### config.mk
export PLATFORM = sky130hd
export DESIGN_NAME = modem_ctl_lb
export DESIGN_NICKNAME = d
export VERILOG_FILES = /design/src/rtl/mdm_pkg.sv /design/src/rtl/mdm_sync.sv /design/src/rtl/mdm_delta.sv /design/src/rtl/mdm_irq.sv /design/src/rtl/modem_ctl_lb.sv
export SDC_FILE = /design/constraint.sdc
export NUM_CORES = 1
export LEC_CHECK = 0
export BUFFER_PORTS_ARGS = -buffer_cell sky130_fd_sc_hd__buf_2
export CAP_MARGIN = 20
export CORE_ASPECT_RATIO = 1.1
export CORE_MARGIN = 2
export CORE_UTILIZATION = 41
export DETAILED_ROUTE_END_ITERATION = 10
export PLACE_DENSITY = 0.74
export SLEW_MARGIN = 30
export SYNTH_ARGS = -nofsm -noshare
export SYNTH_HDL_FRONTEND = slang
export SYNTH_SLANG_ARGS = --single-unit
### constraint.sdc
create_clock -name clk -period 1.2 [get_ports clk]
set_clock_uncertainty 0.1 [all_clocks]
set_input_delay 0.24 -clock clk [delete_from_list [all_inputs] [get_ports clk]]
set_output_delay 0.24 -clock clk [all_outputs]
set_load 0.05 [all_outputs]
### src/rtl/mdm_pkg.sv
package mdm_pkg;
   // line order matches status bits 7:4 (bit 0 of the struct = CTS)
   typedef struct packed {
      logic dcd;
      logic ri;
      logic dsr;
      logic cts;
   } mdm_lines_t;

   localparam int CB_DTR  = 0;
   localparam int CB_RTS  = 1;
   localparam int CB_AUXA = 2;
   localparam int CB_AUXB = 3;
   localparam int CB_LOOP = 4;
   localparam int CB_ARTS = 6;
   localparam int CB_ACTS = 7;
endpackage

### src/rtl/mdm_sync.sv
module mdm_sync #(
   parameter int STAGES = 2,
   parameter int W      = 4
) (
   input  logic         clk,
   input  logic         rst_n,
   input  logic [W-1:0] d,
   output logic [W-1:0] q
);
   logic [STAGES-1:0][W-1:0] chain;

   always_ff @(posedge clk or negedge rst_n) begin
      if (!rst_n) begin
         chain <= '0;
      end else begin
         chain[0] <= d;
         for (int s = 1; s < STAGES; s++) chain[s] <= chain[s-1];
      end
   end

   assign q = chain[STAGES-1];
endmodule

### src/rtl/mdm_delta.sv
module mdm_delta
   import mdm_pkg::*;
(
   input  logic       clk,
   input  logic       rst_n,
   input  mdm_lines_t cur,
   input  logic       clr,
   output mdm_lines_t lines_q,
   output logic [3:0] delta_q
);
   logic [3:0] evt;

   always_comb begin
      evt[0] = cur.cts ^ lines_q.cts;
      evt[1] = cur.dsr ^ lines_q.dsr;
      evt[2] = lines_q.ri & ~cur.ri;   // active to inactive only
      evt[3] = cur.dcd ^ lines_q.dcd;
   end

   always_ff @(posedge clk or negedge rst_n) begin
      if (!rst_n) begin
         lines_q <= '0;
         delta_q <= '0;
      end else begin
         lines_q <= cur;
         delta_q <= (delta_q & ~{4{clr}}) | evt;
      end
   end
endmodule

### src/rtl/mdm_irq.sv
module mdm_irq (
   input  logic       msi_en,
   input  logic       cts_ie,
   input  logic       auto_cts,
   input  logic [3:0] delta,
   output logic       irq
);
   logic cts_qual;

   always_comb begin
      cts_qual = delta[0] & (~auto_cts | cts_ie);
      irq      = msi_en & (cts_qual | (|delta[3:1]));
   end
endmodule

### src/rtl/modem_ctl_lb.sv
module modem_ctl_lb
   import mdm_pkg::*;
#(
   parameter int SYNC_STAGES = 2,
   parameter bit AUTO_FLOW   = 1'b1
) (
   input  logic       clk,
   input  logic       rst_n,
   input  logic       ctl_wr,
   input  logic [7:0] ctl_wdata,
   output logic [7:0] ctl_rdata,
   input  logic       sts_rd,
   output logic [7:0] sts_rdata,
   input  logic       msi_en,
   input  logic       cts_ie,
   input  logic       rx_hold,
   input  logic       txd_core,
   output logic       rxd_core,
   output logic       txd_pin,
   input  logic       rxd_pin,
   output logic       dtr_n,
   output logic       rts_n,
   input  logic       cts_n,
   input  logic       dsr_n,
   input  logic       ri_n,
   input  logic       dcd_n,
   output logic       irq,
   output logic       tx_ok
);
   localparam logic [7:0] WMASK = AUTO_FLOW ? 8'hDF : 8'h1F;

   generate
      if (SYNC_STAGES < 2) begin : g_bad_sync
         $error("SYNC_STAGES must be at least 2");
      end
   endgenerate

   logic [7:0]  ctl_q;
   logic        loop_on, auto_cts, rts_act;
   logic [3:0]  sync_q;
   mdm_lines_t  pin_lines, lb_lines, cur_lines, lines_q;
   logic [3:0]  delta_q;

   always_ff @(posedge clk or negedge rst_n) begin
      if (!rst_n)      ctl_q <= '0;
      else if (ctl_wr) ctl_q <= ctl_wdata & WMASK;
   end

   assign loop_on  = ctl_q[CB_LOOP];
   assign auto_cts = ctl_q[CB_ACTS];

   generate
      if (AUTO_FLOW) begin : g_flow
         assign rts_act = ctl_q[CB_ARTS] ? ~rx_hold : ctl_q[CB_RTS];
         assign tx_ok   = ~auto_cts | lines_q.cts;
      end else begin : g_noflow
         assign rts_act = ctl_q[CB_RTS];
         assign tx_ok   = 1'b1;
      end
   endgenerate

   mdm_sync #(.STAGES(SYNC_STAGES), .W(4)) u_sync (
      .clk   (clk),
      .rst_n (rst_n),
      .d     ({~dcd_n, ~ri_n, ~dsr_n, ~cts_n}),
      .q     (sync_q)
   );

   assign pin_lines = mdm_lines_t'(sync_q);
   assign lb_lines  = '{dcd: ctl_q[CB_AUXB], ri: ctl_q[CB_AUXA],
                        dsr: ctl_q[CB_DTR],  cts: ctl_q[CB_RTS]};
   assign cur_lines = loop_on ? lb_lines : pin_lines;

   mdm_delta u_delta (
      .clk     (clk),
      .rst_n   (rst_n),
      .cur     (cur_lines),
      .clr     (sts_rd),
      .lines_q (lines_q),
      .delta_q (delta_q)
   );

   mdm_irq u_irq (
      .msi_en   (msi_en),
      .cts_ie   (cts_ie),
      .auto_cts (auto_cts),
      .delta    (delta_q),
      .irq      (irq)
   );

   assign ctl_rdata = {ctl_q[7:2], rts_act, ctl_q[CB_DTR]};
   assign sts_rdata = {lines_q, delta_q};

   assign dtr_n    = loop_on | ~ctl_q[CB_DTR];
   assign rts_n    = loop_on | ~rts_act;
   assign txd_pin  = loop_on | txd_core;
   assign rxd_core = loop_on ? txd_core : rxd_pin;
endmodule

==> results of run 1 <==
-- critical path, cell delays in order, from the launching register on --
cell     delay (ns)
dfrtp_2        0.46
mux2_4         0.31
buf_6          0.15
-- layer usage --
layer	vias up	global-route usage	share of wire
met1	367	0.164	0.35
met2	24	0.364	0.60
met5	-	0	0
met3	2	0.0215	0.038
met4	0	0.0880	0.0074
li1	348	-	-
-- registers in the layout, indices dropped and copies added, names as in the netlist --
signal           flops
ctl_q                7
u_delta.delta_q      4
u_delta.lines_q      4
u_sync.chain         4
u_sync.q             4
-- layout make-up --
cell class                 count  area [sq um]  area share
multi-input combinational     36           364       0.231
inverter                       7          26.3      0.0167
clock inverter                 1          5.00     0.00318
clock buffer                   3          22.5      0.0143
timing repair buffer          61           536       0.340
sequential                    23           584       0.371
tap                           30          37.5      0.0238
-- worst max-delay path by stage --
stage,endpoint,cells after the start
after floorplan,irq,2
after global placement,u_delta.delta_q[1]$_DFF_PN0_,4
after detailed placement,u_delta.delta_q[3]$_DFF_PN0_,4
after CTS,rxd_core,2
after global routing,rxd_core,2
final,rxd_core,2
-- power by group through the flow --
stage,clock network [uW],logic (uW),registers [uW]
after floorplan,0,386,1080
after global placement,0,656,929
after detailed placement,0,668,937
after CTS,357,896,939
after global routing,386,972,953
final,341,925,941
-- repair_timing --
item	CTS	global route
buffers inserted	9	2
gates resized for setup	57	5
hold buffers	5	0
hold endpoints to repair	27	0
pin swaps	2	0
setup endpoints to repair	26	29
-- cell families after synthesis --
logic type	count (synthesis)	share of synthesized area
AO/OA/AOI/OAI	8	0.0453
buffers and inverters	17	0.106
flip-flops	23	0.596
multiplexers	11	0.140
other	1	0.00388
AND/OR/NAND/NOR	16	0.109
-- synth_stat cells, drive strengths merged --
library cell | count | area, sq um
dfrtp | 23 | 576
mux2 | 11 | 135
or2 | 1 | 6.26
nor2b | 6 | 37.5
buf | 10 | 76.3
nand2b | 3 | 18.8
nand2 | 1 | 3.75
o21ai | 2 | 10.0
conb | 1 | 3.75
a21boi | 1 | 7.51
o22ai | 1 | 6.26
nor2 | 1 | 3.75
nor3 | 4 | 35.0
inv | 7 | 26.3
a21oi | 4 | 20.0
-- per-stage QoR --
step / total power, uW / hold slack (ns) / instances / utilization / TNS (ns)
2_1_floorplan: 1460 / -0.156 / 76 / - / -0.144
3_3_place_gp: 1590 / 0.124 / 141 / 0.543 / -0.489
3_5_place_dp: 1610 / 0.129 / 141 / 0.543 / -0.685
4_1_cts: 2190 / 0.0362 / 159 / 0.692 / -4.12
5_1_grt: 2310 / 0.0400 / 161 / 0.707 / -5.12
6_report: 2210 / 0.0448 / 161 / 0.707 / -3.89
==> run metrics, run 1 <==
initial DRC count=3; Max Clk Rate=0.637 GHz; H-tree depth=1; nets=153; worst hold start=ctl_wdata[7]; DR WL/cell=12.6 microns; Final Setup Violations=29; Detailed Route WL=2030 microns; R2R Path End=u_delta.delta_q[3]$_DFF_PN0_; Port-buffer cells=40; Synth cell types=19; Tcrit/Tclk final=1.31; Clk pwr share=0.155; drt first pass iters=3; root buffer cell=clkbuf_4; switching power of the nets=807 uW; Hold Path Class=in2reg; failing checks=negative setup slack; Pleak=0.000766 uW; Worst Hold Path Cells=3; initial antenna violation count=0; Comb pwr share=0.419; clock buffer depth=2; Final WS setup=-0.369 ns; YS warnings=0; Slew Limit Fails=0; Crit path arrival time=1.23 ns; Detail Route Antenna Nets=0; gr ovfl total=0; sequential share of the synthesized area=0.596; Worst-Skew Late Latency=0.30 ns; Vias=741; synthesized area=966 sq um; Hold Violations, Final=0; RR Startpoint=ctl_q[4]$_DFFE_PN0P_; Setup Crit Path Kind=reg2out; Cell Pwr Density=1400 mW/mm^2; commonest non-fill, non-tap cell in the layout=buf_6; Die H=54.9 microns; GPL Wtd Cong=0.607; CP startpoint kind=flop; crit path max fanout=5; crit end category=output pin; CTS tree=yes; first-pass GRT wire length=3430 microns; Hold Path Sink=ctl_q[7]$_DFFE_PN0P_; synthesized flop and latch total=23; Register-to-Register Path Depth=5; number of global-route vias before repair=797; largest net degree at the start of global routing=24; num ports=43; sequential share of power=0.426; RSZ-0062 raised after global routing=true; Max-Cap Viols=0; Core Area=0.00223 sq mm; die width=50.3 microns; FP Rows=18; Vias per Instance=4.60; effective utilization at floorplan=0.433; share of cells above drive strength 1=0.710; Critical path origin=ctl_q[4]$_DFFE_PN0P_; Fill cells=145; Critical Path RT=0.86 ns; Worst R2R Setup Slack=-0.21 ns; post-place instance area=0.00121 sq mm; Worst IR Drop VDD=0.00114 V; clock slew at reported path FFs=0.12 ns; CTS Buf Count=3; DP Wirelength=1330 microns; die area=0.00276 sq mm; dpl ws=-0.125 ns; most frequent cells in the layout=buf_6 (22), buf_2 (19), dfrtp_1 (16), buf_4 (11), dfrtp_2 (7); Final Critical Period=1.57 ns; Area Growth Syn to Fin=63.1%; Pint=1400 uW; Avg Synthesized Cell Area=12.7 sq um; CTS Sinks=23; ANT cells=0; GRT Total Usage=0.172; fin area=0.00158 sq mm; syn_nets=97; Switching Fraction=0.366; cells after synthesis=76; DRC=0; status=finished with violations
Power figures use the tool's default switching activity.
==> run 2: changes to the inputs <==
- PLACE_DENSITY: 0.74 -> 0.72
- RECOVER_POWER: unset -> 25
==> run metrics, run 2 (synthesis results as in run 1) <==
Critical Path RT=0.86 ns; normalized max-slew margin=0.639; Tcrit/Tclk final=1.30; max FFs per register=7; Die H=54.9 microns; crit-path max cell delay=0.46 ns; ANT cells=0; Detail Route Antenna Nets=0; Area Growth Syn to Fin=63.3%; Slowest cell on crit path=dfrtp_2; Final WS setup=-0.366 ns; crit path max fanout=6; root buffer cell=clkbuf_4; most frequent cells in the layout=buf_2 (19), buf_6 (19), dfrtp_1 (15), buf_4 (12), dfrtp_2 (8); Max Clk Rate=0.639 GHz; nets=153; largest net degree at the start of global routing=24; DP Wirelength=1270 microns; Setup Crit Path Kind=reg2out; Max-Cap Viols=0; first-pass GRT wire length=3380 microns; Worst Tran Pin Value=0.541 ns; Hold Violations, Final=0; Cell Pwr Density=1410 mW/mm^2; dpl ws=-0.146 ns; H-tree depth=1; Vias per Instance=4.47; post-place instance area=0.00120 sq mm; fin area=0.00158 sq mm; FP Rows=18; CTS tree=yes; Vias=720; Final Setup Violations=27; gr ovfl total=0; Final Critical Period=1.57 ns; Core Area=0.00223 sq mm; CTS Sinks=23; Detailed Route WL=2030 microns; die area=0.00276 sq mm; Port-buffer cells=40; DRC=0; share of cells above drive strength 1=0.702; failing checks=negative setup slack; CP cell instances=mux2_4 -> buf_6; initial antenna violation count=0; num ports=43; Core Util, Final=0.708; GRT Total Usage=0.170; Worst-Skew Late Latency=0.30 ns; clock buffer depth=2; Worst IR Drop VDD=0.000907 V; number of global-route vias before repair=837; most flop-heavy register=ctl_q; drt first pass iters=2; Slew Limit Fails=0; RSZ-0062 raised after global routing=true; initial DRC count=2; effective utilization at floorplan=0.433; CP startpoint kind=flop; GPL Wtd Cong=0.591; Pwr Total=2220 uW; Crit path arrival time=1.23 ns; DR WL/cell=12.6 microns; CTS Buf Count=3; clock slew at reported path FFs=0.12 ns; Hold Path Class=in2reg; crit end category=output pin; status=finished with violations; Pleak=0.000763 uW; die width=50.3 microns
run 2: worst max-delay path: cells and delay by family (launching register included):
family / cells / cell delay (ns)
flip-flops: 1 / 0.46
buffers and inverters: 1 / 0.15
multiplexers: 1 / 0.31
run 2: final timing paths:
path,to,slack [ns],cells past startpoint,from
worst max-delay path,rxd_core,-0.37,2,ctl_q[4]$_DFFE_PN0P_
worst min-delay path,ctl_q[7]$_DFFE_PN0P_,0.04,3,ctl_wdata[7]
worst max register to register,u_delta.delta_q[3]$_DFF_PN0_,-0.22,5,ctl_q[4]$_DFFE_PN0P_
worst min register to register,u_sync.q[3]$_DFF_PN0_,0.27,0,u_sync.chain[3]$_DFF_PN0_
max in group asynchronous,u_delta.delta_q[3]$_DFF_PN0_,0.26,2,rst_n
min in group asynchronous,ctl_q[7]$_DFFE_PN0P_,0.34,2,rst_n
run 2: metrics by stage:
stage / setup TNS (ns) / std cells / hold slack (ns)
final: -4.00 / 161 / 0.0372
after CTS: -4.13 / 157 / 0.0309
after floorplan: -0.144 / 76 / -0.156
after detailed placement: -0.815 / 140 / 0.136
after global placement: -0.551 / 140 / 0.127
after global routing: -5.40 / 161 / 0.0411
run 2: per-layer routing:
metal | vias up | GRT usage | part of all wire
li1 | 344 | - | -
met2 | 24 | 0.375 | 0.60
met1 | 352 | 0.148 | 0.35
met5 | - | 0 | 0
met4 | 0 | 0.0694 | 0
met3 | 0 | 0.0323 | 0.048
run 2: area by class of cell:
type / count / area, sq um
multi-input cells: 36 / 373
repair buffers: 61 / 529
clock buffers: 4 / 26.3
well taps: 30 / 37.5
inverters: 7 / 26.3
fillers: 170 / 652
flip-flops and latches: 23 / 586
run 2: timing repair:
item	in CTS	in global routing
endpoints found under the setup margin	27	29
gates cloned	0	0
pin swaps	3	1
hold buffers	5	0
endpoints found under the hold margin	27	0
setup buffers	8	5
gates resized for setup	55	8
run 2: where the power goes:
part	internal (uW)	switching, uW
sequential	862	80.6
combinational	421	514
clock	130	213
